`config.mk`:
```
export PLATFORM = sky130hd
export DESIGN_NAME = rdcal_engine
export DESIGN_NICKNAME = d
export VERILOG_FILES = /design/src/rtl/rdcal_pkg.sv /design/src/rtl/rdcal_reader.sv /design/src/rtl/rdcal_dlyreg.sv /design/src/rtl/rdcal_ctrl.sv /design/src/rtl/rdcal_engine.sv
export SDC_FILE = /design/constraint.sdc
export NUM_CORES = 1
export LEC_CHECK = 0
export ABC_AREA = 1
export BUFFER_PORTS_ARGS = -buffer_cell sky130_fd_sc_hd__buf_2
export CAP_MARGIN = 20
export CORE_MARGIN = 1
export CORE_UTILIZATION = 45
export CTS_CLUSTER_SIZE = 12
export DETAILED_ROUTE_END_ITERATION = 10
export MAX_ROUTING_LAYER = met4
export PLACE_DENSITY = 0.66
export REMOVE_ABC_BUFFERS = 1
export SETUP_SLACK_MARGIN = 0.4
export SLEW_MARGIN = 20
export SYNTH_ARGS = -nofsm -noshare
export SYNTH_HDL_FRONTEND = slang
export SYNTH_SLANG_ARGS = --single-unit
```
`constraint.sdc`:
```
create_clock -name clk -period 2.25 [get_ports clk]
set_clock_uncertainty 0.05 [all_clocks]
set_input_delay 0.225 -clock clk [delete_from_list [all_inputs] [get_ports clk]]
set_output_delay 0.225 -clock clk [all_outputs]
set_load 0.02 [all_outputs]
```
`src/rtl/rdcal_pkg.sv`:
```
package rdcal_pkg;

  typedef enum logic [2:0] {
    ST_IDLE,
    ST_LOAD,
    ST_CLEAR,
    ST_READ,
    ST_SAMPLE,
    ST_NEXT,
    ST_FINISH,
    ST_DONE
  } cal_state_t;

  localparam logic [1:0] ERR_NONE    = 2'd0;
  localparam logic [1:0] ERR_DLY_MAX = 2'd2;

  // Centre of a window [lo, hi], truncated toward zero; codes up to 8 bits.
  function automatic logic [7:0] win_centre(input logic [7:0] lo, input logic [7:0] hi);
    logic [8:0] sum;
    sum = {1'b0, lo} + {1'b0, hi};
    return sum[8:1];
  endfunction

endpackage

```
`src/rtl/rdcal_reader.sv`:
```
module rdcal_reader #(
  parameter int READS = 128
) (
  input  logic clk,
  input  logic rst_n,
  input  logic go_i,
  input  logic rd_ready_i,
  output logic rd_valid_o,
  output logic batch_done_o
);
  localparam int CW = (READS > 1) ? $clog2(READS) : 1;

  logic [CW-1:0] cnt_q;
  logic          fire;

  assign rd_valid_o   = go_i;
  assign fire         = go_i && rd_ready_i;
  assign batch_done_o = fire && (cnt_q == CW'(READS - 1));

  always_ff @(posedge clk or negedge rst_n) begin
    if (!rst_n)            cnt_q <= '0;
    else if (!go_i)        cnt_q <= '0;
    else if (batch_done_o) cnt_q <= '0;
    else if (fire)         cnt_q <= cnt_q + CW'(1);
  end

  // A request, once raised, waits for acceptance.
  p_valid_hold_r11: assert property (@(posedge clk) disable iff (!rst_n)
    rd_valid_o && !rd_ready_i |=> rd_valid_o);

  // Every new batch begins from an empty count.
  p_batch_fresh_r2: assert property (@(posedge clk) disable iff (!rst_n)
    $rose(rd_valid_o) |-> cnt_q == '0);

endmodule

```
`src/rtl/rdcal_dlyreg.sv`:
```
module rdcal_dlyreg #(
  parameter int                          NPHASE  = 2,
  parameter int                          DLY_W   = 3,
  parameter int                          PH_W    = 1,
  parameter logic [NPHASE*DLY_W-1:0]     DEF_DLY = '0
) (
  input  logic                      clk,
  input  logic                      rst_n,
  input  logic                      wr_en_i,
  input  logic [PH_W-1:0]           wr_ph_i,
  input  logic [DLY_W-1:0]          wr_val_i,
  input  logic                      commit_en_i,
  input  logic [NPHASE*DLY_W-1:0]   commit_vec_i,
  input  logic                      restore_en_i,
  output logic [NPHASE*DLY_W-1:0]   dly_o
);

  for (genvar p = 0; p < NPHASE; p++) begin : g_ph
    logic [DLY_W-1:0] code_q;

    always_ff @(posedge clk or negedge rst_n) begin
      if (!rst_n)
        code_q <= DEF_DLY[p*DLY_W +: DLY_W];
      else if (restore_en_i)
        code_q <= DEF_DLY[p*DLY_W +: DLY_W];
      else if (commit_en_i)
        code_q <= commit_vec_i[p*DLY_W +: DLY_W];
      else if (wr_en_i && wr_ph_i == PH_W'(p))
        code_q <= wr_val_i;
    end

    assign dly_o[p*DLY_W +: DLY_W] = code_q;
  end

endmodule

```
`src/rtl/rdcal_ctrl.sv`:
```
module rdcal_ctrl
  import rdcal_pkg::*;
#(
  parameter int NPHASE = 2,
  parameter int DLY_W  = 3,
  parameter int PH_W   = 1
) (
  input  logic                      clk,
  input  logic                      rst_n,
  input  logic                      start_i,
  input  logic                      batch_done_i,
  input  logic [NPHASE-1:0]         bd_i,
  output logic                      rd_go_o,
  output logic                      bd_clr_o,
  output logic                      wr_en_o,
  output logic [PH_W-1:0]           wr_ph_o,
  output logic [DLY_W-1:0]          wr_val_o,
  output logic                      commit_en_o,
  output logic [NPHASE*DLY_W-1:0]   commit_vec_o,
  output logic                      restore_en_o,
  output logic                      busy_o,
  output logic                      done_o,
  output logic [1:0]                err_o
);
  localparam logic [DLY_W-1:0] MAXD    = '1;
  localparam logic [PH_W-1:0]  LAST_PH = PH_W'(NPHASE - 1);

  cal_state_t       state_q;
  logic             kind_q;     // 0: minimum search, 1: maximum search
  logic [PH_W-1:0]  ph_q;
  logic [DLY_W-1:0] trial_q;
  logic [DLY_W-1:0] min_q [NPHASE];
  logic [DLY_W-1:0] max_q [NPHASE];
  logic [1:0]       err_q;

  // Named internal events
  logic accept, hit, at_top, min_found, max_found, sweep_fail;

  always_comb begin
    accept     = start_i && (state_q == ST_IDLE || state_q == ST_DONE);
    hit        = bd_i[ph_q];
    at_top     = (trial_q == MAXD);
    min_found  = (state_q == ST_SAMPLE) && !kind_q && hit;
    max_found  = (state_q == ST_SAMPLE) &&  kind_q && !hit;
    sweep_fail = (state_q == ST_SAMPLE) && at_top && (kind_q ? hit : !hit);
  end

  always_ff @(posedge clk or negedge rst_n) begin
    if (!rst_n) begin
      state_q <= ST_IDLE;
      kind_q  <= 1'b0;
      ph_q    <= '0;
      trial_q <= '0;
      err_q   <= ERR_NONE;
      for (int p = 0; p < NPHASE; p++) begin
        min_q[p] <= '0;
        max_q[p] <= MAXD;
      end
    end else begin
      case (state_q)
        ST_IDLE, ST_DONE: begin
          if (accept) begin
            kind_q  <= 1'b0;
            ph_q    <= '0;
            trial_q <= '0;
            err_q   <= ERR_NONE;
            for (int p = 0; p < NPHASE; p++) max_q[p] <= MAXD;
            state_q <= ST_LOAD;
          end else begin
            state_q <= ST_IDLE;
          end
        end
        ST_LOAD:  state_q <= ST_CLEAR;
        ST_CLEAR: state_q <= ST_READ;
        ST_READ:  if (batch_done_i) state_q <= ST_SAMPLE;
        ST_SAMPLE: begin
          if (sweep_fail) begin
            err_q   <= ERR_DLY_MAX;
            state_q <= ST_DONE;
          end else if (min_found) begin
            min_q[ph_q] <= trial_q;
            if (ph_q == LAST_PH) begin
              kind_q  <= 1'b1;
              ph_q    <= '0;
              state_q <= ST_NEXT;
            end else begin
              ph_q    <= ph_q + PH_W'(1);
              trial_q <= '0;
              state_q <= ST_LOAD;
            end
          end else if (max_found) begin
            max_q[ph_q] <= trial_q - DLY_W'(1);
            if (ph_q == LAST_PH) begin
              state_q <= ST_FINISH;
            end else begin
              ph_q    <= ph_q + PH_W'(1);
              state_q <= ST_NEXT;
            end
          end else begin
            trial_q <= trial_q + DLY_W'(1);
            state_q <= ST_LOAD;
          end
        end
        ST_NEXT: begin
          // A phase whose minimum is already the top code keeps max = top.
          if (min_q[ph_q] == MAXD) begin
            if (ph_q == LAST_PH) state_q <= ST_FINISH;
            else                 ph_q    <= ph_q + PH_W'(1);
          end else begin
            trial_q <= min_q[ph_q] + DLY_W'(1);
            state_q <= ST_LOAD;
          end
        end
        ST_FINISH: state_q <= ST_DONE;
        default:   state_q <= ST_IDLE;
      endcase
    end
  end

  for (genvar p = 0; p < NPHASE; p++) begin : g_mid
    logic [7:0] centre;
    assign centre = win_centre(8'(min_q[p]), 8'(max_q[p]));
    assign commit_vec_o[p*DLY_W +: DLY_W] = centre[DLY_W-1:0];
  end

  assign rd_go_o      = (state_q == ST_READ);
  assign bd_clr_o     = (state_q == ST_CLEAR);
  assign wr_en_o      = (state_q == ST_LOAD);
  assign wr_ph_o      = ph_q;
  assign wr_val_o     = trial_q;
  assign commit_en_o  = (state_q == ST_FINISH);
  assign restore_en_o = sweep_fail;
  assign busy_o       = (state_q != ST_IDLE) && (state_q != ST_DONE);
  assign done_o       = (state_q == ST_DONE);
  assign err_o        = err_q;

  // Maximum trials always lie above the recorded minimum.
  p_max_above_min_r4: assert property (@(posedge clk) disable iff (!rst_n)
    (state_q == ST_SAMPLE && kind_q) |-> trial_q > min_q[ph_q]);

  p_err_code_r7: assert property (@(posedge clk) disable iff (!rst_n)
    done_o |-> (err_o == ERR_NONE || err_o == ERR_DLY_MAX));

  p_done_pulse_r8: assert property (@(posedge clk) disable iff (!rst_n)
    done_o |=> !done_o);

  p_start_ignored_r9: assert property (@(posedge clk) disable iff (!rst_n)
    (busy_o && start_i && state_q != ST_SAMPLE && state_q != ST_NEXT)
      |=> $stable(ph_q) && $stable(kind_q));

endmodule

```
`src/rtl/rdcal_engine.sv`:
```
module rdcal_engine #(
  parameter int                        NPHASE  = 2,
  parameter int                        DLY_W   = 3,
  parameter int                        READS   = 128,
  parameter logic [NPHASE*DLY_W-1:0]   DEF_DLY = {3'd5, 3'd1}
) (
  input  logic                      clk,
  input  logic                      rst_n,
  input  logic                      start_i,
  output logic                      busy_o,
  output logic                      done_o,
  output logic [1:0]                err_o,
  output logic                      sw_ctrl_o,
  output logic                      rd_valid_o,
  input  logic                      rd_ready_i,
  input  logic [NPHASE-1:0]         bd_i,
  output logic                      bd_clr_o,
  output logic [NPHASE*DLY_W-1:0]   dly_o
);
  localparam int PH_W = (NPHASE > 1) ? $clog2(NPHASE) : 1;

  logic                    rd_go, batch_done;
  logic                    wr_en, commit_en, restore_en;
  logic [PH_W-1:0]         wr_ph;
  logic [DLY_W-1:0]        wr_val;
  logic [NPHASE*DLY_W-1:0] commit_vec;

  rdcal_ctrl #(.NPHASE(NPHASE), .DLY_W(DLY_W), .PH_W(PH_W)) u_ctrl (
    .clk          (clk),
    .rst_n        (rst_n),
    .start_i      (start_i),
    .batch_done_i (batch_done),
    .bd_i         (bd_i),
    .rd_go_o      (rd_go),
    .bd_clr_o     (bd_clr_o),
    .wr_en_o      (wr_en),
    .wr_ph_o      (wr_ph),
    .wr_val_o     (wr_val),
    .commit_en_o  (commit_en),
    .commit_vec_o (commit_vec),
    .restore_en_o (restore_en),
    .busy_o       (busy_o),
    .done_o       (done_o),
    .err_o        (err_o)
  );

  rdcal_reader #(.READS(READS)) u_reader (
    .clk          (clk),
    .rst_n        (rst_n),
    .go_i         (rd_go),
    .rd_ready_i   (rd_ready_i),
    .rd_valid_o   (rd_valid_o),
    .batch_done_o (batch_done)
  );

  rdcal_dlyreg #(.NPHASE(NPHASE), .DLY_W(DLY_W), .PH_W(PH_W), .DEF_DLY(DEF_DLY)) u_dly (
    .clk          (clk),
    .rst_n        (rst_n),
    .wr_en_i      (wr_en),
    .wr_ph_i      (wr_ph),
    .wr_val_i     (wr_val),
    .commit_en_i  (commit_en),
    .commit_vec_i (commit_vec),
    .restore_en_i (restore_en),
    .dly_o        (dly_o)
  );

  assign sw_ctrl_o = busy_o;

  // Delay codes are frozen while a read batch is in flight.
  p_dly_quiet_r2: assert property (@(posedge clk) disable iff (!rst_n)
    rd_valid_o |-> $stable(dly_o));

  // A batch is always preceded by a flag clear.
  p_clear_first_r2: assert property (@(posedge clk) disable iff (!rst_n)
    $rose(rd_valid_o) |-> $past(bd_clr_o));

  p_defaults_on_fail_r7: assert property (@(posedge clk) disable iff (!rst_n)
    (done_o && err_o == 2'd2) |-> dly_o == DEF_DLY);

  p_sw_released_r10: assert property (@(posedge clk) disable iff (!rst_n)
    done_o |-> !sw_ctrl_o);

endmodule

```
==> impl_metrics.py <==
metrics = {
    "outcome": {
        "status": "complete, no violations",
    },
    "synth": {
        "postSynthAreaPerCell_um2": 7.96,
        "netlist.top_cell.by_area": "dfrtp_1",
        "synth.area.mux_share_pct": 0,
        "synth_edf_count": 0,
        "synthXorXnorAreaFrac_pct": 1.91,
        "synthSimpleGateAreaFrac_pct": 39.2,
        "synthTopCellsByCount": "nand2_1, dfrtp_1, nand3_1, inv_1, nor2_1",
        "ys.flop_type": "dfrtp_1",
        "ys_seq_area_share_pct": 37.6,
        "synth-adder-area-share_pct": 7.21,
        "synthesis.area_um2": 2290,
        "synthCells": 288,
        "synthArstFlopShare_pct": 100,
        "ys_warn_count": 0,
        "synth_top_cell_area_share_pct": 27.3,
        "yosys-top-cells-area": "dfrtp_1, nand2_1, dfstp_2",
        "netlist-cell-type-count": 33,
        "synth_top_family_by_area": "simple AND/OR/NAND/NOR gates",
        "synth.most_common_cell": "nand2_1",
        "synth_compound_area_share_pct": 5.90,
        "ys_ff_latch": 34,
    },
    "critical_path": {
        "start_kind": "register",
        "rr_startpoint": "u_ctrl.wr_ph_o$_DFFE_PN0P_",
        "cp_data_arrival_time_ns": 1.83,
        "startpoint": "u_ctrl.wr_ph_o$_DFFE_PN0P_",
        "cp-end-kind": "register",
        "crit_fanout": 8,
        "critPathKind": "reg -> reg",
        "cp-endpoint": "u_ctrl.wr_val_o[1]$_DFFE_PN0P_",
        "rr_worst_depth": 11,
        "regToRegEndpoint": "u_ctrl.wr_val_o[1]$_DFFE_PN0P_",
        "worstPathRequired_ns": 2.38,
        "r2r_slack_ns": 0.55,
    },
    "cells_and_area": {
        "antenna_cells": 0,
        "drive_above_1_share_pct": 23.9,
        "post-route-util_pct": 52.3,
        "design_area_um2": 2520,
        "syn_to_final_growth_pct": 9.88,
        "final_cells": 376,
        "fin_nets": 326,
    },
    "routing": {
        "drt_iter0_drc": 81,
        "routed_wirelength_mm": 5.03,
        "drc": 0,
        "dr.pass1.iters": 4,
        "vias": 1907,
        "route.detailed.vias_per_inst": 5.07,
        "antenna_left": 0,
        "wl_per_cell_um": 13.4,
    },
    "global_route": {
        "grt_busiest_layer": "met2",
        "use_met2_pct": 34.1,
        "grt_pass1_vias": 1839,
        "grt_max_degree": 35,
        "grt_pass1_wl_mm": 8.74,
        "grt_overflow_total": 0,
        "met1_usage_pct": 30.1,
        "grt_use_total_pct": 22.1,
        "grt.met3_usage_pct": 3.98,
        "grt_antenna_before_repair": 0,
    },
    "floorplan": {
        "die_w_um": 73.4,
        "start_util_pct": 47.6,
        "die_h_um": 73.4,
        "core-area_um2": 4820,
        "dieArea_um2": 5380,
        "row_count": 25,
        "io_pins": 19,
    },
    "run": {
        "drv_cap": 0,
    },
    "clocking": {
        "clk_latency_ns": 0.29,
        "cts_num_sinks": 34,
        "clk_path_buf_depth": 2,
        "cts_tree": "yes",
        "cts-htree-levels": 2,
        "cts.clk_slew.worst_paths_ns": 0.07,
        "numCtsBuffers": 5,
        "cts_root_buffer": "clkbuf_8",
    },
    "placed_design": {
        "post-place-ws_ns": 0.353,
        "placed_area_um2": 2400,
        "hpwl_mm": 3.80,
        "dp.cells": 366,
        "io_buffers": 17,
        "place.gp.congestion": 0.934,
    },
    "timing": {
        "worst_slew_pin_slew_ns": 0.764,
        "setup_viol": 0,
        "period_minus_slack_ns": 1.70,
        "fin_tns_setup_ns": 0,
        "fmax_ghz": 0.589,
        "layout_setup_ws_ns": 0.552,
        "rsz0062_at_grt": "no",
        "hold_viol": 0,
        "max-slew-margin-rel_pct": 49.1,
        "slew_viol_final": 0,
        "finalCritPeriodShare_pct": 75.5,
    },
    "min_path": {
        "hold_path.class": "in -> reg",
    },
    "power": {
        "max-vdd-ir-drop_mv": 0.717,
        "power_leakage_nw": 1.29,
        "power.density_nw_per_um2": 1290,
    },
}
## cells by family (layout without fill, tap and decap cells)
logic type | Yosys count | after routing
AO/OA/AOI/OAI | 27 | 27
XOR/XNOR | 5 | 5
adder cells (fa/ha/maj) | 12 | 12
buffers and inverters | 35 | 56
flip-flops | 34 | 34
other | 1 | 1
AND/OR/NAND/NOR | 174 | 174
## report_power, final
part / switching, mW / internal (mW) / leakage, nW / total [mW]
Sequential: 0.210 / 0.868 / 0.426 / 1.08
Combinational: 1.10 / 0.583 / 0.814 / 1.69
Clock: 0.237 / 0.246 / 0.0472 / 0.483
## what timing repair did
item | in CTS | in global routing
buffers inserted | 0 | 1
pin swaps | 0 | 1
endpoints found under the hold margin | 25 | 0
setup endpoints to repair | 6 | 6
hold buffers | 1 | 0
gates resized for setup | 1 | 3
## layout make-up
class	instances	area, µm²
Fill cell	478	2300
Multi-Input combinational cell	219	1250
Clock buffer	6	82.6
Sequential cell	34	863
Tap cell	67	83.8
Clock inverter	2	12.5
Timing Repair Buffer	21	115
Inverter	27	106
## critical path, stage by stage, from the launching register on
cell	delay (ns)
dfrtp_2	0.45
inv_6	0.08
nand2_1	0.08
nand2_1	0.05
ha_1	0.19
ha_1	0.22
nand2_2	0.09
inv_1	0.06
nor2_4	0.13
nand2_2	0.08
nand2_1	0.07
nand2_1	0.05
## cells in the final DEF (no fill, tap or decap), drive strengths merged
master and instances:
ha 10, xor2 4, clkinvlp 1, dfstp 9, o21ai 20, clkinv 3
dfrtp 25, and3 1, inv 25, nand2 98, nor3 3, conb 1
a21oi 7, clkbuf 7, nand4 13, fa 2, xnor2 1, nand3 29
dlygate4sd3 1, buf 19, nor2 28, and2 1, or2 1
## per-layer routing
layer | vias up | part of all wire [%]
met2 | 39 | 46
met4 | 0 | 0.83
li1 | 972 | -
met3 | 5 | 3.6
met1 | 891 | 49
met5 | - | 0
## how the worst min path moves through the flow
stage | end | start | depth (start not counted) | slack [ns]
6_report | u_reader.cnt_q[1]$_DFFE_PN0P_ | rd_ready_i | 4 | 0.29
3_5_place_dp | u_ctrl.min_q[1]$_DFFE_PN0P_ | rst_n | 1 | 0.29
4_1_cts | u_reader.cnt_q[1]$_DFFE_PN0P_ | rd_ready_i | 4 | 0.27
5_1_grt | u_reader.cnt_q[1]$_DFFE_PN0P_ | rd_ready_i | 4 | 0.33
3_3_place_gp | u_ctrl.min_q[1]$_DFFE_PN0P_ | rst_n | 1 | 0.30
2_1_floorplan | u_ctrl.err_o[1]$_DFFE_PN0P_ | rst_n | 0 | -0.12
## registers in the layout (all words and copies together), names as in the netlist
| signal | cells |
|---|---|
| u_reader.cnt_q | 7 |
| u_ctrl.wr_ph_o | 1 |
| u_ctrl.err_o | 1 |
| u_ctrl.kind_q | 1 |
| u_ctrl.state_q | 3 |
| u_ctrl.wr_val_o | 3 |
| u_dly.g_ph.code_q | 6 |
| u_ctrl.min_q | 6 |
| u_ctrl.max_q | 6 |
## metrics by stage
step | hold WS (ns) | total power, mW
after floorplan | -0.121 | 2.32
after global placement | 0.297 | 2.70
after detailed placement | 0.295 | 2.74
after CTS | 0.270 | 3.25
after global routing | 0.328 | 3.56
final | 0.289 | 3.25
Power figures use the tool's default switching activity.
